$ cat config.mk
export PLATFORM = sky130hd
export DESIGN_NAME = opnd_addr_gen
export DESIGN_NICKNAME = d
export VERILOG_FILES = /design/src/rtl/oag_pkg.sv /design/src/rtl/oag_mode_dec.sv /design/src/rtl/oag_idx_add.sv /design/src/rtl/opnd_addr_gen.sv
export SDC_FILE = /design/constraint.sdc
export NUM_CORES = 1
export LEC_CHECK = 0
export ABC_AREA = 1
export BUFFER_PORTS_ARGS = -buffer_cell sky130_fd_sc_hd__buf_4
export CORE_UTILIZATION = 40
export DETAILED_ROUTE_END_ITERATION = 7
export GPL_ROUTABILITY_DRIVEN = 0
export GPL_TIMING_DRIVEN = 0
export PLACE_DENSITY = 0.6
export RECOVER_POWER = 50
export SLEW_MARGIN = 20
export SYNTH_ARGS = -nofsm -noshare
export SYNTH_HDL_FRONTEND = slang
export SYNTH_HIERARCHICAL = 1
export SYNTH_SLANG_ARGS = --single-unit
$ cat constraint.sdc
create_clock -name clk -period 9.3 [get_ports clk]
set_clock_uncertainty 0.15 [all_clocks]
set_input_delay 1.395 -clock clk [delete_from_list [all_inputs] [get_ports clk]]
set_output_delay 1.395 -clock clk [all_outputs]
set_load 0.03 [all_outputs]
$ cat src/rtl/oag_pkg.sv
package oag_pkg;

    localparam logic [7:0] OPC_RESERVED = 8'hA7;

    typedef enum logic [2:0] {
        K_NONE = 3'd0,
        K_MEM  = 3'd1,
        K_IMM  = 3'd2,
        K_ACC  = 3'd3,
        K_REG  = 3'd4
    } okind_e;

    // bit 0: register swap, bit 1: pointer indirection
    typedef enum logic [1:0] {
        PF_NONE = 2'd0,
        PF_SWAP = 2'd1,
        PF_IND  = 2'd2,
        PF_BOTH = 2'd3
    } pfx_e;

    typedef struct packed {
        okind_e     kind;
        logic       use_y;
        logic       indirect;
        logic [1:0] nbytes;
        logic       wide;
        logic       indexed;
        logic       illegal;
    } mode_t;

    typedef enum logic [2:0] {
        ST_OPC = 3'd0,
        ST_B1  = 3'd1,
        ST_B2  = 3'd2,
        ST_RA  = 3'd3,
        ST_RB  = 3'd4,
        ST_RC  = 3'd5
    } st_e;

    function automatic pfx_e pfx_of(input logic [7:0] b);
        case (b)
            8'h90:   return PF_SWAP;
            8'h91:   return PF_BOTH;
            8'h92:   return PF_IND;
            default: return PF_NONE;
        endcase
    endfunction

endpackage

$ cat src/rtl/oag_mode_dec.sv
module oag_mode_dec
    import oag_pkg::*;
(
    input  logic [7:0] opc,
    input  pfx_e       pfx,
    output mode_t      m
);
    logic swap;
    logic ind;

    assign swap = pfx[0];
    assign ind  = pfx[1];

    always_comb begin
        m = '0;
        m.kind = K_NONE;
        if (opc == OPC_RESERVED) begin
            m.illegal = 1'b1;
        end else if (opc[7]) begin
            case (opc[6:4])
                3'b010: begin m.kind = K_IMM; m.nbytes = 2'd1; end
                3'b011: begin m.kind = K_MEM; m.nbytes = 2'd1; m.indirect = ind; end
                3'b100: begin
                    m.kind = K_MEM; m.wide = 1'b1; m.indirect = ind;
                    m.nbytes = ind ? 2'd1 : 2'd2;
                end
                3'b101: begin
                    m.kind = K_MEM; m.wide = 1'b1; m.indirect = ind; m.indexed = 1'b1;
                    m.nbytes = ind ? 2'd1 : 2'd2;
                end
                3'b110: begin
                    m.kind = K_MEM; m.nbytes = 2'd1; m.indirect = ind; m.indexed = 1'b1;
                end
                3'b111: begin m.kind = K_MEM; m.indexed = 1'b1; end
                default: m.kind = K_NONE;
            endcase
        end else begin
            case (opc[6:4])
                3'b011: begin m.kind = K_MEM; m.nbytes = 2'd1; m.indirect = ind; end
                3'b100: m.kind = K_ACC;
                3'b101: m.kind = K_REG;
                3'b110: begin
                    m.kind = K_MEM; m.nbytes = 2'd1; m.indirect = ind; m.indexed = 1'b1;
                end
                3'b111: begin m.kind = K_MEM; m.indexed = 1'b1; end
                default: m.kind = K_NONE;
            endcase
        end
        m.use_y = swap & (m.indexed | (m.kind == K_REG));
    end
endmodule

$ cat src/rtl/oag_idx_add.sv
module oag_idx_add #(
    parameter int AW = 16,
    parameter int DW = 8
) (
    input  logic [AW-1:0] base,
    input  logic [DW-1:0] idx,
    input  logic          en,
    output logic [AW-1:0] sum
);
    // full-width sum: no wrap inside the low byte
    assign sum = base + (en ? AW'(idx) : AW'(0));
endmodule

$ cat src/rtl/opnd_addr_gen.sv
module opnd_addr_gen
    import oag_pkg::*;
#(
    parameter int DW = 8
) (
    input  logic            clk,
    input  logic            rst_n,
    input  logic            byte_vld,
    input  logic [DW-1:0]   byte_in,
    output logic            byte_rdy,
    input  logic [DW-1:0]   idx_x,
    input  logic [DW-1:0]   idx_y,
    output logic            mem_rd_en,
    output logic [2*DW-1:0] mem_rd_addr,
    input  logic [DW-1:0]   mem_rd_data,
    output logic            done_o,
    output logic [2*DW-1:0] ea_o,
    output logic [2:0]      kind_o,
    output logic            use_y_o,
    output logic            illegal_o
);
    localparam int AW = 2 * DW;

    typedef struct packed {
        st_e           st;
        pfx_e          pfx;
        mode_t         mode;
        logic [DW-1:0] ptr;
        logic [AW-1:0] base;
        logic          done;
        okind_e        kind;
        logic          use_y;
        logic          illegal;
        logic [AW-1:0] ea;
    } regs_t;

    regs_t         q, d;
    mode_t         dec_m;
    mode_t         fin_m;
    logic [AW-1:0] fin_base;
    logic [AW-1:0] idx_sum;
    logic          fin;
    logic          take;

    oag_mode_dec i_dec (
        .opc (byte_in[7:0]),
        .pfx (q.pfx),
        .m   (dec_m)
    );

    oag_idx_add #(.AW(AW), .DW(DW)) i_add (
        .base (fin_base),
        .idx  (fin_m.use_y ? idx_y : idx_x),
        .en   (fin_m.indexed),
        .sum  (idx_sum)
    );

    assign byte_rdy    = (q.st == ST_OPC) || (q.st == ST_B1) || (q.st == ST_B2);
    assign take        = byte_vld && byte_rdy;
    assign mem_rd_en   = (q.st == ST_RA) || ((q.st == ST_RB) && q.mode.wide);
    assign mem_rd_addr = AW'(q.ptr) + ((q.st == ST_RB) ? AW'(1) : AW'(0));

    always_comb begin
        d        = q;
        d.done   = 1'b0;
        fin      = 1'b0;
        fin_m    = q.mode;
        fin_base = q.base;
        case (q.st)
            ST_OPC: if (take) begin
                if ((q.pfx == PF_NONE) && (pfx_of(byte_in[7:0]) != PF_NONE)) begin
                    d.pfx = pfx_of(byte_in[7:0]);
                end else begin
                    d.pfx  = PF_NONE;
                    d.mode = dec_m;
                    if (dec_m.nbytes == 2'd0) begin
                        fin      = 1'b1;
                        fin_m    = dec_m;
                        fin_base = '0;
                    end else begin
                        d.st = ST_B1;
                    end
                end
            end
            ST_B1: if (take) begin
                d.base = AW'(byte_in);
                d.ptr  = byte_in;
                if (q.mode.nbytes == 2'd2) begin
                    d.st = ST_B2;
                end else if (q.mode.indirect) begin
                    d.st = ST_RA;
                end else begin
                    fin      = 1'b1;
                    fin_base = AW'(byte_in);
                end
            end
            ST_B2: if (take) begin
                fin      = 1'b1;
                fin_base = {q.base[DW-1:0], byte_in};
            end
            ST_RA: d.st = ST_RB;
            ST_RB: begin
                if (q.mode.wide) begin
                    d.base = AW'(mem_rd_data);
                    d.st   = ST_RC;
                end else begin
                    fin      = 1'b1;
                    fin_base = AW'(mem_rd_data);
                end
            end
            ST_RC: begin
                fin      = 1'b1;
                fin_base = {q.base[DW-1:0], mem_rd_data};
            end
            default: d.st = ST_OPC;
        endcase
        if (fin) begin
            d.st      = ST_OPC;
            d.done    = 1'b1;
            d.kind    = fin_m.kind;
            d.use_y   = fin_m.use_y;
            d.illegal = fin_m.illegal;
            case (fin_m.kind)
                K_MEM:   d.ea = idx_sum;
                K_IMM:   d.ea = fin_base;
                default: d.ea = '0;
            endcase
        end
    end

    always_ff @(posedge clk) begin
        if (!rst_n) q <= '0;
        else        q <= d;
    end

    assign done_o    = q.done;
    assign ea_o      = q.ea;
    assign kind_o    = q.kind;
    assign use_y_o   = q.use_y;
    assign illegal_o = q.illegal;

    // reads never leave page zero except the byte just past it
    p_rd_in_page_r8: assert property (@(posedge clk) disable iff (!rst_n)
        mem_rd_en |-> (mem_rd_addr <= AW'(2**DW)));

    // back-to-back requests target consecutive addresses
    p_rd_pair_r8: assert property (@(posedge clk) disable iff (!rst_n)
        (mem_rd_en && $past(mem_rd_en)) |-> (mem_rd_addr == $past(mem_rd_addr) + AW'(1)));

    // no byte is taken while a pointer read is outstanding
    p_no_take_in_read_r12: assert property (@(posedge clk) disable iff (!rst_n)
        mem_rd_en |-> !byte_rdy);

    // an illegal opcode carries no operand
    p_illegal_none_r10: assert property (@(posedge clk) disable iff (!rst_n)
        (done_o && illegal_o) |-> (kind_o == 3'(K_NONE)));

    // an immediate occupies only the low byte
    p_imm_low_r3: assert property (@(posedge clk) disable iff (!rst_n)
        (done_o && (kind_o == 3'(K_IMM))) |-> (ea_o[AW-1:DW] == '0));

    // kinds without an index never report the second register
    p_no_y_r6: assert property (@(posedge clk) disable iff (!rst_n)
        (done_o && (kind_o != 3'(K_MEM)) && (kind_o != 3'(K_REG))) |-> !use_y_o);
endmodule

Word level (Yosys, flattened, before mapping)
Index checks and enable logic that the tools add are counted.
{"block": "totals", "romBits": 0, "ramBits": 0, "latchBits": 0, "in_bits": 35, "memories": 0, "wordCells": 133, "out_inout_bits": 40, "ff_bits": 61}
{"block": "classes", "n_eq_ne": 25, "reduce_logical": 26, "shifts": 0, "n_bitwise": 5, "magnitude_cmp": 0, "div_mod_pow": 0, "n_mul": 0, "add_sub_neg": 2, "n_mux": 59}
{"operator": "$mux 16", "count": 10}
{"operator": "$pmux 16 s5", "count": 1}
{"operator": "$pmux 16 s2", "count": 2}
{"operator": "$mux 10", "count": 5}
{"operator": "$eq 8x8->1 const B", "count": 4}
{"operator": "$mux 3", "count": 10}
{"operator": "$mux 22", "count": 1}
{"operator": "$eq 3x3->1 const B", "count": 7}
{"operator": "$add 16x16->16", "count": 1}
{"operator": "$mux 1", "count": 16}
{"operator": "$mux 8", "count": 2}
{"operator": "$eq 3x2->1 const B", "count": 5}
{"operator": "$mux 15", "count": 1}
{"operator": "$pmux 3 s5", "count": 1}
{"operator": "$ne 2x2->1 const B", "count": 5}
{"operator": "$reduce_or 2->1", "count": 5}
{"operator": "$add 8x1->9", "count": 1}
{"operator": "$pmux 3 s3", "count": 1}
{"operator": "$reduce_or 3->1", "count": 3}
{"operator": "$mux 2", "count": 4}
{"operator": "$pmux 2 s2", "count": 2}
{"operator": "$reduce_and 7->1", "count": 1}
{"operator": "$eq 3x1->1 const B", "count": 2}
{"operator": "$pmux 2 s3", "count": 1}
{"operator": "other kinds (16)", "count": 26}

Logic depth before layout (Yosys ltp)
Gate-level depths: netlist of the first run.
{"block": "depth", "word_depth": 17, "depth_mapped": 30, "mapped_depth_nobuf": 30}

By module
The synthesis of the first run kept the hierarchy.
{"module": "opnd_addr_gen", "cells_each": 508, "area_each_um2": 3254.4, "seq_area_each_um2": 1061.0, "n_inst": 1}
{"module": "oag_idx_add", "cells_each": 143, "area_each_um2": 720.7, "seq_area_each_um2": 0.0, "n_inst": 1}
{"module": "oag_mode_dec", "cells_each": 36, "area_each_um2": 168.9, "seq_area_each_um2": 0.0, "n_inst": 1}

Least setup slack after synthesis of the first run
No wires, ideal clock.
{"block": "synth_timing", "path_kind": "input -> register", "startpoint": "input port byte_in[6]", "endpoint": "register q (netlist bit ea_o[8])", "setup_ps": 113, "path_stages": 26, "arrival_time_ps": 4252, "path_slack_ps": 4786, "path_buffers": 0, "t_required_ps": 9037, "path_cell_list": "inv_1 > nand2_1 > nand2_1 > inv_1 > nor2_1 > nor2_2 > nor2_1 > nand3_4 > o21ai_2 > inv_2 > nand2_1 > nand2_1 > nand2_1 > inv_1 > ha_1 > fa_1 > nand2_1 > nand2_1 > and2_4 > nand2_2 > nand2_2 > xor2_1 > nand4_1 > nand2_1 > nand2_1 > nand2_1"}
{"element": "from (decl)", "line_no": "opnd_addr_gen.sv:9", "source": "input logic [DW-1:0] byte_in,"}
{"element": "to (signal assigned)", "line_no": "opnd_addr_gen.sv:132", "source": "if (!rst_n) q <= '0;"}
{"element": "to (signal assigned)", "line_no": "opnd_addr_gen.sv:133", "source": "else q <= d;"}
{"element": "to (decl)", "line_no": "opnd_addr_gen.sv:37", "source": "regs_t q, d;"}

==> key figures, run 1 <==
Floorplanning
  – Die Span X: 104 um
  – Core area: 9910 um2
  – Initial Util: 0.418
  – Die area: 10,800 um2
  – Core Rows: 36
  – IO Count: 75
  – Die height: 104 um

Global routing
  – Gr ovfl total: 0
  – Number of global-route vias before repair: 3,972
  – Total track usage: 0.217
  – Antenna violations before repair: 0
  – First-pass GRT wire length: 19.1 mm
  – Pin count of the biggest net entering global routing: 20

STA
  – Hold slack: 0.313 ns
  – Setup TNS: 0 ns
  – Final worst path period need: 5.12 ns
  – Final worst setup slack: 4.18 ns
  – Fin. max-slew vios: 0
  – Setup violators final: 0
  – Final hold viol count: 0
  – Actual slew at the worst max-slew pin: 0.570 ns
  – RSZ-0062 raised after global routing: false
  – Fmax: 195 MHz
  – Period utilization: 0.550
  – Rel. slew slack: 0.619

Layout
  – Commonest non-fill, non-tap cell in the layout: nand2_1
  – Finished Cell Area: 4830 um2
  – ANT cells: 0
  – Final nets: 813
  – Commonest cells after routing, fill and taps aside: nand2_1 (242), inv_1 (75), buf_4 (69), nor2_1 (55), dfxtp_1 (53)
  – Synthesis-to-finish area growth: 16.5%
  – Layout Cells excl Fill: 901
  – Layout cells sized above 1: 0.152

Drt
  – Vias: 4,447
  – Post-DRT Antenna Nets: 0
  – Post-route DRC violation count: 0
  – Via-to-Cell Ratio: 4.94
  – Avg WL per Cell: 12.7 um
  – WL final: 11.5 mm
  – Initial DRC count: 245
  – Initial DRT Pass Iterations: 5

Setup path
  – CP Capture Type: register
  – Critical path launch point type: primary input
  – Slowest-stage cell, CP: nor2_1
  – CP max stage delay: 0.44 ns
  – Reg2reg start: q[57]
  – Reg-to-reg slack, setup: 5.41 ns
  – Buf/Inv on CP: 3
  – Crit Path Category: primary input to register
  – Reg2reg end: ea_o[10]
  – FF-to-FF path depth: 27
  – CP required: 9.42 ns
  – Crit path from: byte_in[6]
  – CP most frequent cell: nand2_1
  – Worst-path maximum fanout: 10
  – Worst Path Arrival: 5.23 ns
  – CP top delay family: simple AND/OR/NAND/NOR gates

Place
  – Cell area after placement: 4840 um2
  – Detailed Place HPWL: 8.98 mm
  – Port bufs: 67
  – Placed Cells: 893
  – Placement Setup Slack: 4.12 ns

CTS
  – Post-CTS sizing: 0
  – Clock Tree Buf Depth: 2
  – Clock Latency Late Sink: 0.32 ns
  – H-tree depth: 2
  – TritonCTS clock tree: yes
  – Post-CTS setup buffer count: 0
  – Root buf cell: clkbuf_8
  – Worst-path clk slew: 0.12 ns
  – CTS Hold Buffers Added: 0
  – Num CTS Buffers: 5
  – Sink Count: 53

Power
  – Maximum vdd drop: 0.0000602 V
  – Leakage power total: 0.00258 uW
  – Pwr dens: 112 nW/um2

Synth
  – Post-synthesis sequential area ratio: 0.256
  – Synth Cell Area: 4140 um2
  – Post-synth EDFFs: 0
  – Mapped Avg Cell Area: 6.03 um2
  – Post-Synthesis Cells: 687
  – Yosys Warn Count: 6
  – Synthesized flop and latch total: 53
  – Async set-reset flop share out of synthesis: 0
  – Ys flop type: dfxtp_1
  – Unique masters post-synth: 45

Min path
  – Hold wc startpoint: q[52]
  – Worst hold path class: register to register
  – WHS Path Cells: 2
  – Hold EP: q[52]

Status
  – Outcome: complete, no violations

Job
  – Max-Cap Viols: 0
-- report_power, final --
part | total [uW] | switching, uW | internal, uW
registers | 242 | 5.70 | 236
clock network | 148 | 91.1 | 56.7
logic | 151 | 101 | 50.0
-- worst max path at each step --
stage | depth (start not counted) | to | slack [ns]
after detailed placement | 27 | ea_o[8] | 4.12
after CTS | 29 | ea_o[12] | 4.46
after global placement | 27 | ea_o[8] | 4.17
after global routing | 28 | ea_o[12] | 3.80
final | 27 | ea_o[10] | 4.18
after floorplan | 26 | ea_o[8] | 4.79
-- final cells by class --
type / instances / area (um2)
fill: 1115 / 5080
clock inverter: 3 / 28.8
clock buffer: 5 / 68.8
multi-input combinational: 509 / 2480
inverter: 85 / 319
tap: 133 / 166
sequential: 53 / 1060
buffer: 46 / 290
timing repair buffer: 67 / 413
-- Yosys cell counts, types with 2 or more instances --
cell type / instances / share of area
nand2_2: 7 / 0.011
o21ai_0: 25 / 0.030
nor3_1: 3 / 0.0036
nor2_4: 2 / 0.0054
clkbuf_1: 8 / 0.0072
a211oi_1: 2 / 0.0036
nand3_1: 50 / 0.060
clkinv_1: 2 / 0.0018
inv_1: 75 / 0.068
a31oi_1: 9 / 0.014
nand2_1: 242 / 0.22
nand4_1: 21 / 0.032
a21oi_1: 32 / 0.039
inv_2: 8 / 0.0072
nand3b_1: 3 / 0.0054
buf_4: 27 / 0.049
o22ai_1: 2 / 0.0030
dfxtp_1: 53 / 0.26
a21o_1: 2 / 0.0036
nor2_1: 54 / 0.049
nor2_2: 6 / 0.0091
ha_1: 10 / 0.030
xor2_1: 13 / 0.027
buf_2: 9 / 0.011
nand3_4: 2 / 0.0085
-- routing by layer --
| layer | global-route usage | wire length (um) |
|---|---|---|
| met2 | 0.368 | 5220 |
| met1 | 0.291 | 5470 |
| met4 | 0.0490 | 102 |
| met3 | 0.0302 | 665 |
| met5 | 0 | 0 |
-- flip-flops by register name, summed over array words and instances (netlist names) --
register and count:
done_o 1, illegal_o 1, q 31, use_y_o 1, kind_o 3, ea_o 16
-- per-stage QoR --
step,util,power [uW]
floorplan,-,351
finish,0.487,541
detailed placement,0.488,401
global placement,0.488,398
global route,0.487,571
CTS,0.498,548
-- worst register-to-register path: cells and delay by family, from the launching register on --
kind / cells / cell delay [ns]
adder cells (fa/ha/maj): 2 / 0.59
AO/OA/AOI/OAI: 1 / 0.36
AND/OR/NAND/NOR: 21 / 2.13
flip-flops: 1 / 0.37
buffers and inverters: 3 / 0.22
-- kinds of logic after synthesis --
group / synth area share
flip-flops: 0.256
other: 0.000905
AND/OR/NAND/NOR: 0.420
AO/OA/AOI/OAI: 0.113
adder cells (fa/ha/maj): 0.0350
buffers and inverters: 0.148
XOR/XNOR: 0.0275
No activity file was read; power rests on OpenSTA's default activity.
==> run 2, diff against run 1 <==
--- a/config.mk
+++ b/config.mk
@@ -11,7 +11,7 @@
 export DETAILED_ROUTE_END_ITERATION = 7
 export GPL_ROUTABILITY_DRIVEN = 0
 export GPL_TIMING_DRIVEN = 0
-export PLACE_DENSITY = 0.6
+export PLACE_DENSITY = 0.63
 export RECOVER_POWER = 50
 export SLEW_MARGIN = 20
 export SYNTH_ARGS = -nofsm -noshare
==> constraint.sdc (replaced) <==
create_clock -name clk -period 4.7 [get_ports clk]
set_clock_uncertainty 0.15 [all_clocks]
set_input_delay 0.705 -clock clk [delete_from_list [all_inputs] [get_ports clk]]
set_output_delay 0.705 -clock clk [all_outputs]
set_load 0.03 [all_outputs]
==> key figures, run 2 (synthesis gave the netlist of run 1 again) <==
Status
  – Outcome: complete, no violations

CTS
  – Root buf cell: clkbuf_8
  – Clock Latency Late Sink: 0.32 ns (about the same)
  – TritonCTS clock tree: yes
  – Clock Tree Buf Depth: 2 (unchanged)
  – Post-CTS setup buffer count: 0 (unchanged)
  – CTS Hold Buffers Added: 0 (unchanged)
  – Worst-path clk slew: 0.11 ns (about the same)
  – H-tree depth: 2 (unchanged)
  – Sink Count: 53 (unchanged)
  – Post-CTS sizing: 0 (unchanged)
  – Num CTS Buffers: 5 (unchanged)

Drt
  – Vias: 4,443 (-0.090%)
  – Avg WL per Cell: 12.6 um (-1.2%)
  – Initial DRC count: 214 (-13%)
  – WL final: 11.3 mm (-1.2%)
  – Via-to-Cell Ratio: 4.93 (about the same)
  – Initial DRT Pass Iterations: 5 (unchanged)
  – Post-route DRC violation count: 0 (unchanged)
  – Post-DRT Antenna Nets: 0 (unchanged)

Power
  – Sw frac: 0.365 (-0.00162)
  – Pwr dens: 221 nW/um2 (+98%)
  – Maximum vdd drop: 0.000135 V (+120%)
  – Logic pwr share: 0.280 (about the same)
  – Share of power burned in registers: 0.448 (about the same)
  – Clk pwr share: 0.272 (about the same)
  – Overall power: 1070 uW (+97%)
  – Leakage power total: 0.00258 uW (about the same)
  – Switching pwr: 389 uW (+97%)
  – Pint: 678 uW (+98%)

Layout
  – Largest register FFs: 31 (unchanged)
  – Multi-input logic area: 2470 um2 (-0.30%)
  – Synthesis-to-finish area growth: 16.3%
  – Layout filler cell count: 1,107 (-0.72%)
  – Biggest register: q
  – Final nets: 813 (unchanged)
  – ANT cells: 0 (unchanged)
  – Layout cells sized above 1: 0.152 (unchanged)
  – Commonest non-fill, non-tap cell in the layout: nand2_1
  – Commonest cells after routing, fill and taps aside: nand2_1 (242), inv_1 (75), buf_4 (70), nor2_1 (56), dfxtp_1 (53)
  – FF+latch area: 1060 um2 (unchanged)

STA
  – Actual slew at the worst max-slew pin: 0.613 ns (+0.0425 ns)
  – Fmax: 239 MHz
  – Rel. slew slack: 0.592 (-0.0269)
  – Setup TNS: 0 ns (unchanged)
  – Fin. max-slew vios: 0 (unchanged)
  – Period utilization: 0.890
  – RSZ-0062 raised after global routing: false
  – Final worst path period need: 4.18 ns
  – Setup violators final: 0 (unchanged)
  – Final hold viol count: 0 (unchanged)

Floorplanning
  – Core area: 9910 um2 (unchanged)
  – Die area: 10,800 um2 (unchanged)
  – IO Count: 75 (unchanged)
  – Initial Util: 0.418 (unchanged)
  – Core Rows: 36 (unchanged)
  – Die Span X: 104 um (unchanged)
  – Die height: 104 um (unchanged)

Global routing
  – Pin count of the biggest net entering global routing: 20 (unchanged)
  – Antenna violations before repair: 0 (unchanged)
  – First-pass GRT wire length: 19.0 mm (-0.83%)
  – Gr ovfl total: 0 (unchanged)
  – Total track usage: 0.214 (-0.00282)
  – Number of global-route vias before repair: 3,973 (+0.025%)

Setup path
  – Worst-path maximum fanout: 10 (unchanged)
  – CP required: 4.77 ns (-4.65 ns)
  – CP max stage delay: 0.44 ns (about the same)
  – Reg-to-reg slack, setup: 0.77 ns (-4.64 ns)
  – CP most frequent cell: nand2_1
  – Slowest-stage cell, CP: nor2_1
  – Critical path launch point type: primary input
  – Crit Path Category: primary input to register
  – CP Capture Type: register
  – Worst Path Arrival: 4.25 ns (-0.98 ns)

Job
  – Max-Cap Viols: 0 (unchanged)

Place
  – Port bufs: 67 (unchanged)
  – Detailed Place HPWL: 8.86 mm (-1.4%)

Min path
  – Worst hold path class: register to register
-- run 2: cell count changes in the layout (fill, tap and decap cells not counted), sizes merged --
cell	delta
buf	+2
clkbuf	-2
-- run 2: cell type report --
type | instances | area share
buffer | 46 | 0.0605
multi-input combinational | 509 | 0.513
sequential | 53 | 0.220
tap | 133 | 0.0345
clock inverter | 3 | 0.00597
clock buffer | 5 | 0.0143
timing repair buffer | 67 | 0.0857
inverter | 85 | 0.0662
-- run 2: worst max-delay path, delay by kind of cell --
kind	cells	cell delay [ns]
and+or+nand+nor	22	2.08
adders and majority gates	2	0.60
buffers and inverters	5	0.46
AOI/OAI and AO/OA	1	0.38
-- run 2: final timing paths --
kind	depth (start not counted)	start	end
worst max-delay path	30	byte_in[4]	ea_o[10]
worst min-delay path	2	q[52]	q[52]
worst max register to register	28	q[57]	ea_o[10]
worst min register to register	2	q[52]	q[52]
-- run 2: stage by stage --
| step | util | worst slack (ns) | area (um2) | instances | hold slack, ns |
|---|---|---|---|---|---|
| after floorplan | - | 0.876 | 4170 | 693 | 0.279 |
| after global placement | 0.488 | 0.236 | 4840 | 893 | 0.290 |
| after detailed placement | 0.488 | 0.198 | 4840 | 893 | 0.296 |
| after CTS | 0.498 | 0.537 | 4930 | 901 | 0.312 |
| after global routing | 0.486 | 0.110 | 4820 | 901 | 0.344 |
| final | 0.486 | 0.516 | 4820 | 901 | 0.308 |
-- run 2: power groups by stage --
stage | logic (uW) | registers (uW) | clock network [uW]
after floorplan | 205 | 489 | 0
after global placement | 298 | 488 | 0
after detailed placement | 303 | 489 | 0
after CTS | 304 | 479 | 303
after global routing | 333 | 481 | 323
final | 299 | 479 | 290
-- run 2: routing by layer --
| metal | routed length (um) | track usage | up-vias |
|---|---|---|---|
| li1 | - | - | 2309 |
| met1 | 5430 | 0.294 | 1979 |
| met2 | 5020 | 0.362 | 137 |
| met3 | 699 | 0.0245 | 18 |
| met4 | 163 | 0.0418 | 0 |
| met5 | 0 | 0 | - |
